`src/rtl/irq_steer_pkg.sv`:
```
package irq_steer_pkg;
   parameter int DEF_NUM_EVT  = 8;
   parameter int DEF_WORD_W   = 16;
   parameter int DEF_Q_DEPTH  = 8;
   parameter int DEF_NUM_PINS = 4;
   parameter int DEF_ADDR_W   = 16;

   function automatic bit is_pow2(input int v);
      return (v > 0) && ((v & (v - 1)) == 0);
   endfunction
endpackage

```
`src/rtl/evt_gather.sv`:
```
module evt_gather #(
   parameter int NUM_EVT = 8,
   parameter int WORD_W  = 16
) (
   input  logic [NUM_EVT-1:0] pulse,
   input  logic [NUM_EVT-1:0] en,
   output logic [WORD_W-1:0]  word,
   output logic               hit
);
   localparam int PAD_W = WORD_W - NUM_EVT;

   generate
      if (NUM_EVT > WORD_W) begin : g_bad_width
         $error("evt_gather: NUM_EVT must not exceed WORD_W");
      end
   endgenerate

   logic [NUM_EVT-1:0] live;
   assign live = pulse & en;
   assign hit  = |live;

   generate
      if (PAD_W == 0) begin : g_exact
         assign word = live;
      end else begin : g_pad
         assign word = {{PAD_W{1'b0}}, live};
      end
   endgenerate
endmodule

```
`src/rtl/evt_fifo.sv`:
```
module evt_fifo #(
   parameter int DEPTH = 8,
   parameter int W     = 16
) (
   input  logic         clk,
   input  logic         rst_n,
   input  logic         push,
   input  logic [W-1:0] push_data,
   input  logic         pop,
   output logic [W-1:0] head,
   output logic         empty
);
   localparam int AW = (DEPTH > 1) ? $clog2(DEPTH) : 1;
   localparam int CW = $clog2(DEPTH + 1);

   generate
      if (!irq_steer_pkg::is_pow2(DEPTH) || DEPTH < 2) begin : g_bad_depth
         $error("evt_fifo: DEPTH must be a power of two of at least 2");
      end
   endgenerate

   logic [W-1:0]  mem [DEPTH];
   logic [AW-1:0] rd_ptr, wr_ptr;
   logic [CW-1:0] cnt;
   logic          full, do_pop, do_push;

   assign empty   = (cnt == '0);
   assign full    = (cnt == CW'(DEPTH));
   assign do_pop  = pop && !empty;
   assign do_push = push && (!full || do_pop);
   assign head    = empty ? '0 : mem[rd_ptr];

   always_ff @(posedge clk or negedge rst_n) begin
      if (!rst_n) begin
         rd_ptr <= '0;
         wr_ptr <= '0;
         cnt    <= '0;
      end else begin
         if (do_pop)  rd_ptr <= rd_ptr + 1'b1;
         if (do_push) wr_ptr <= wr_ptr + 1'b1;
         case ({do_push, do_pop})
            2'b10:   cnt <= cnt + 1'b1;
            2'b01:   cnt <= cnt - 1'b1;
            default: cnt <= cnt;
         endcase
      end
   end

   always_ff @(posedge clk) begin
      if (do_push) mem[wr_ptr] <= push_data;
   end
endmodule

```
`src/rtl/pin_steer.sv`:
```
module pin_steer #(
   parameter int NUM_PINS = 4,
   parameter int PIN_W    = 2
) (
   input  logic                sel_ok,
   input  logic [PIN_W-1:0]    sel_idx,
   input  logic                line,
   output logic [NUM_PINS-1:0] pin_val,
   output logic [NUM_PINS-1:0] pin_oe
);
   generate
      for (genvar p = 0; p < NUM_PINS; p++) begin : g_pin
         assign pin_oe[p]  = sel_ok && (sel_idx == PIN_W'(p));
         assign pin_val[p] = pin_oe[p] & line;
      end
   endgenerate
endmodule

```
`src/rtl/irq_steer.sv`:
```
module irq_steer #(
   parameter int NUM_EVT  = irq_steer_pkg::DEF_NUM_EVT,
   parameter int WORD_W   = irq_steer_pkg::DEF_WORD_W,
   parameter int Q_DEPTH  = irq_steer_pkg::DEF_Q_DEPTH,
   parameter int NUM_PINS = irq_steer_pkg::DEF_NUM_PINS,
   parameter int ADDR_W   = irq_steer_pkg::DEF_ADDR_W,
   parameter logic [ADDR_W-1:0] SEL_ADDR = ADDR_W'('h22),
   parameter int RST_SEL  = 4
) (
   input  logic                clk,
   input  logic                rst_n,
   input  logic [NUM_EVT-1:0]  evt_pulse,
   input  logic [NUM_EVT-1:0]  evt_en,
   input  logic                cfg_we,
   input  logic [ADDR_W-1:0]   cfg_addr,
   input  logic [WORD_W-1:0]   cfg_wdata,
   input  logic                q_rd,
   output logic [WORD_W-1:0]   q_rdata,
   output logic [NUM_PINS-1:0] irq_o,
   output logic [NUM_PINS-1:0] irq_oe
);
   localparam int PIN_W = (NUM_PINS > 1) ? $clog2(NUM_PINS) : 1;

   generate
      if (NUM_PINS < 1 || NUM_PINS >= (1 << WORD_W)) begin : g_bad_pins
         $error("irq_steer: NUM_PINS out of range");
      end
   endgenerate

   logic [WORD_W-1:0] evt_word;
   logic              evt_hit;
   logic              q_empty;
   logic              sel_ok;
   logic [PIN_W-1:0]  sel_idx;
   logic              irq_q;
   logic              sel_wr;

   evt_gather #(.NUM_EVT(NUM_EVT), .WORD_W(WORD_W)) u_gather (
      .pulse (evt_pulse),
      .en    (evt_en),
      .word  (evt_word),
      .hit   (evt_hit)
   );

   evt_fifo #(.DEPTH(Q_DEPTH), .W(WORD_W)) u_fifo (
      .clk       (clk),
      .rst_n     (rst_n),
      .push      (evt_hit),
      .push_data (evt_word),
      .pop       (q_rd),
      .head      (q_rdata),
      .empty     (q_empty)
   );

   assign sel_wr = cfg_we && (cfg_addr == SEL_ADDR);

   always_ff @(posedge clk or negedge rst_n) begin
      if (!rst_n) begin
         sel_ok  <= (RST_SEL >= 0) && (RST_SEL < NUM_PINS);
         sel_idx <= PIN_W'(RST_SEL);
      end else if (sel_wr) begin
         sel_ok  <= (cfg_wdata < WORD_W'(NUM_PINS));
         sel_idx <= cfg_wdata[PIN_W-1:0];
      end
   end

   // Line rises on any enabled event; falls only on a zero-returning read.
   always_ff @(posedge clk or negedge rst_n) begin
      if (!rst_n)                irq_q <= 1'b0;
      else if (evt_hit)          irq_q <= 1'b1;
      else if (q_rd && q_empty)  irq_q <= 1'b0;
   end

   pin_steer #(.NUM_PINS(NUM_PINS), .PIN_W(PIN_W)) u_steer (
      .sel_ok  (sel_ok),
      .sel_idx (sel_idx),
      .line    (irq_q),
      .pin_val (irq_o),
      .pin_oe  (irq_oe)
   );
endmodule

```
`config.mk`:
```
export PLATFORM = sky130hd
export DESIGN_NAME = irq_steer
export DESIGN_NICKNAME = d
export VERILOG_FILES = /design/src/rtl/irq_steer_pkg.sv /design/src/rtl/evt_gather.sv /design/src/rtl/evt_fifo.sv /design/src/rtl/pin_steer.sv /design/src/rtl/irq_steer.sv
export SDC_FILE = /design/constraint.sdc
export NUM_CORES = 1
export LEC_CHECK = 0
export ABC_CLOCK_PERIOD_IN_PS = 4600
export BUFFER_PORTS_ARGS = -buffer_cell sky130_fd_sc_hd__clkbuf_2
export CELL_PAD_IN_SITES_DETAIL_PLACEMENT = 1
export CELL_PAD_IN_SITES_GLOBAL_PLACEMENT = 2
export CORE_MARGIN = 3
export CORE_UTILIZATION = 41
export CTS_CLUSTER_DIAMETER = 60
export CTS_CLUSTER_SIZE = 30
export DETAILED_ROUTE_END_ITERATION = 7
export PLACE_DENSITY = 0.85
export RECOVER_POWER = 25
export SYNTH_ARGS = -nofsm -noshare
export SYNTH_HDL_FRONTEND = slang
export SYNTH_SLANG_ARGS = --single-unit
export TNS_END_PERCENT = 100
```
`constraint.sdc`:
```
create_clock -name clk -period 4.6 [get_ports clk]
set_input_delay 0.46 -clock clk [delete_from_list [all_inputs] [get_ports clk]]
set_output_delay 0.46 -clock clk [all_outputs]
set_load 0.1 [all_outputs]
```
==> results_tabular.tex <==
\begin{tabular}{lr}
\hline
Metric & Value \\
\hline
\multicolumn{2}{l}{\textbf{Yosys}} \\
\quad Yosys top cell by area & edfxtp\_1 \\
\quad Synth Area in Simple Gates & 12.5\% \\
\quad Synthesized area & 0.00356 mm2 \\
\quad Dominant combinational cell family by area after synthesis & multiplexers \\
\quad Share of Yosys cell area claimed by the top area cell type & 54.0\% \\
\quad XOR/XNOR Fraction of Synth Area & 1.72\% \\
\quad Library cells used by synthesis & 42 \\
\quad Ranking of synthesized cells by area & edfxtp\_1 54\%, mux4\_2 10\%, dfrtp\_1 9.8\%, mux2i\_1 2.3\%, buf\_4 2.1\% \\
\quad Async set-or-reset flop fraction in the synthesized netlist & 17.9\% \\
\quad Yosys warnings & 0 \\
\quad Proportion of synthesized area in mux cells & 14.0\% \\
\quad Mean instance size in the synthesized netlist & 16.2 um2 \\
\quad Flip-flop and latch count after synthesis & 78 \\
\quad Area fraction in compound gates after synthesis & 1.93\% \\
\quad Predominant post-synthesis flop cell & edfxtp\_1 \\
\quad Share of synthesized cell area in full adder, half adder and majority cells & 1.97\% \\
\quad Number of flops mapped to enable cells by yosys & 64 \\
\quad Gate count after technology mapping & 220 \\
\quad Part of the Yosys area used for sequential elements & 63.9\% \\
\multicolumn{2}{l}{\textbf{Clocking}} \\
\quad Hold-fix buffers at CTS & 0 \\
\quad Worst skew pair latency & 0.35 ns \\
\quad Number of H-tree levels & 3 \\
\quad Clock sink count & 78 \\
\quad Clock Root Buffer & clkbuf\_8 \\
\quad Clock buffer count from CTS & 9 \\
\quad CTS tree & done \\
\quad Post-CTS Setup Bufs & 0 \\
\quad Cells resized by post-CTS repair & 0 \\
\quad Bufs on Longest Clock Path & 2 \\
\quad Clock input transition at the sequential cells of the worst setup and hold paths & 0.07 ns \\
\multicolumn{2}{l}{\textbf{Finish}} \\
\quad Final net count & 349 \\
\quad Sequential cell area in the final layout & 0.00227 mm2 \\
\quad Leading cell type in the layout, fill and taps excluded & clkbuf\_2 \\
\quad Share of final-layout standard cells stronger than drive strength 1 & 37.5\% \\
\quad Area of combinational cells with multiple inputs & 0.00116 mm2 \\
\quad Most used cells in the layout excluding fill and tap cells & 66 x clkbuf\_2, 64 x edfxtp\_1, 17 x nor2\_1 \\
\quad \# fillers & 861 \\
\quad End-of-flow core utilization & 50.0\% \\
\quad Number of antenna cells inserted & 0 \\
\quad Post-route insts no fill & 401 \\
\quad Relative area change from synthesis to final layout & 17.3\% \\
\multicolumn{2}{l}{\textbf{STA}} \\
\quad Max-Slew Margin vs Limit & 38.2\% \\
\quad Setup repair after global routing missed its margin & false \\
\quad Setup-failing EPs final & 0 \\
\quad Final worst hold slack & 0.176 ns \\
\quad Worst slew pin tran & 0.924 ns \\
\quad Setup tns final & 0 ns \\
\quad Max-slew violation count & 0 \\
\quad Endpoints failing hold & 0 \\
\quad Final worst clock skew & 0.0103 ns \\
\quad Final period util & 67.9\% \\
\quad Final critical delay including setup and external delays & 3.13 ns \\
\quad Maximum achievable frequency & 320 MHz \\
\multicolumn{2}{l}{\textbf{Drt}} \\
\quad DRT Pass-1 Iters & 4 \\
\quad Vias after detailed routing & 2078 \\
\quad Routed WL & 7630 um \\
\quad Number of nets still failing antenna checks after routing & 0 \\
\quad Number of DRC violations after detailed-routing iteration 0 & 169 \\
\quad Wire length per cell & 19.0 um \\
\quad Total DRC errors in the routed layout & 0 \\
\quad Detail-routed via count per cell & 5.18 \\
\multicolumn{2}{l}{\textbf{Place}} \\
\quad Routability congestion estimate & 0.752 \\
\quad Post-DP HPWL & 5380 um \\
\quad Placed Instances & 386 \\
\quad Port Buf Inserts & 67 \\
\multicolumn{2}{l}{\textbf{Critical path}} \\
\quad Register-to-register setup slack & 1.87 ns \\
\quad Critical R2R Capture & u\_fifo.cnt[3]\$\_DFFE\_PN0P\_ \\
\quad Origin of the critical flop-to-flop path & u\_fifo.cnt[2]\$\_DFFE\_PN0P\_ \\
\quad Number of cells traversed by the worst register-to-register path & 10 \\
\quad End of the critical path & q\_rdata[4] \\
\quad Crit path launch & u\_fifo.rd\_ptr[0]\$\_DFFE\_PN0P\_ \\
\quad Element type at the critical path start & register \\
\quad Endpoint required time on the critical path & 4.14 ns \\
\quad Start-to-end type of the worst setup path & register to output pin \\
\quad Crit Path Max Fanout & 14 \\
\quad WP data arrival & 2.67 ns \\
\quad Worst setup EP type & output pin \\
\multicolumn{2}{l}{\textbf{Global routing}} \\
\quad Aggregate global routing overflow & 0 \\
\quad GRT Overall Usage & 16.6\% \\
\quad Global-route wire length before repair & 12200 um \\
\quad Maximum number of pins on one net before global-route repair & 19 \\
\quad Number of antenna violations at the first check in global routing & 0 \\
\quad Via count of the first global-routing pass & 2225 \\
\multicolumn{2}{l}{\textbf{Die}} \\
\quad I/O Pins & 76 \\
\quad Height of the die & 99.2 um \\
\quad Core Box Area & 0.00834 mm2 \\
\quad Die Area & 0.00983 mm2 \\
\quad Width of the die & 99.2 um \\
\quad Std cell rows & 33 \\
\quad Initial cell density of the core & 42.7\% \\
\multicolumn{2}{l}{\textbf{Power and ir drop}} \\
\quad Power per standard cell area & 733 mW/mm2 \\
\quad Total design power & 3.06 mW \\
\quad Total leakage power & 1.65 nW \\
\quad IR Drop Worst-Case VDD & 0.482 mV \\
\multicolumn{2}{l}{\textbf{Run status}} \\
\quad Outcome & complete, no violations \\
\multicolumn{2}{l}{\textbf{Hold path}} \\
\quad Kind of path behind the tightest hold check & input port to asynchronous set/reset pin \\
\multicolumn{2}{l}{\textbf{Run}} \\
\quad Maximum Capacitance Violations & 0 \\
\hline
\end{tabular}
cell usage after synthesis, drive strengths merged, types with 2 or more instances:
library cell,number
nor2,18
a21oi,3
mux2i,9
nand2b,3
ha,4
mux4,16
buf,15
nand4,2
a22o,2
inv,6
and2,9
nor3b,5
nor3,6
nor4,6
edfxtp,64
dfrtp,14
nand3,6
mux2,4
o21ai,2
xnor2,6
nand2,8
critical path, stage by stage, from the launching register on:
cell,delay [ns]
dfrtp_1,0.91
buf_4,0.30
mux4_2,0.51
mux2i_1,0.17
nor2_1,0.06
clkbuf_2,0.37
how the worst min path moves through the flow:
stage                                         to  slack (ns)  depth (start not counted)
finish                 u_fifo.cnt[2]$_DFFE_PN0P_        0.18                          1
global route        u_fifo.rd_ptr[1]$_DFFE_PN0P_        0.22                          1
CTS                 u_fifo.wr_ptr[1]$_DFFE_PN0P_        0.02                          1
detailed placement     u_fifo.cnt[2]$_DFFE_PN0P_        0.40                          1
global placement    u_fifo.wr_ptr[2]$_DFFE_PN0P_        0.40                          1
floorplan                      irq_q$_DFFE_PN0P_        0.16                          0
power breakdown:
group / total (mW) / leakage [nW] / internal, mW / switching [mW]
Sequential: 1.14 / 0.761 / 0.973 / 0.168
Clock: 0.590 / 0.114 / 0.355 / 0.235
Combinational: 1.33 / 0.772 / 0.398 / 0.930
Total: 3.06 / 1.65 / 1.73 / 1.33
stage by stage:
step | cell area, um2 | setup WS (ns)
after floorplan | 3580 | 1.49
after global placement | 3960 | 1.79
after detailed placement | 3960 | 1.61
after CTS | 4190 | 1.39
after global routing | 4170 | 1.22
final | 4170 | 1.47
per-layer routing:
layer	part of all wire [%]	GRT usage [%]	vias up	routed length (um)
li1	-	-	965	-
met1	43	21.7	1062	3270
met2	52	27.8	43	3990
met3	3.4	3.23	8	263
met4	1.3	5.99	0	102
met5	0	0	-	0
sequential cells by signal, summed over array words and instances (netlist names):
register,flops
u_fifo.cnt,4
irq_q,1
u_fifo.wr_ptr,3
u_fifo.mem,64
sel_ok,1
sel_idx,2
u_fifo.rd_ptr,3
layout make-up:
class	count	share of cell area (%)
inverters	6	0.540
clock inverters	5	2.37
clock buffers	10	3.06
well taps	105	3.15
multi-input cells	127	27.9
flip-flops and latches	78	54.4
repair buffers	70	8.54
kinds of logic after synthesis:
| kind of cell | Yosys count |
|---|---|
| other | 1 |
| buffers and inverters | 22 |
| adders and majority gates | 5 |
| xor gates and xnor gates | 7 |
| muxes | 29 |
| and+or+nand+nor | 68 |
| AOI/OAI and AO/OA | 10 |
| DFF | 78 |
Note: power is estimated with default switching activity, not from simulation.
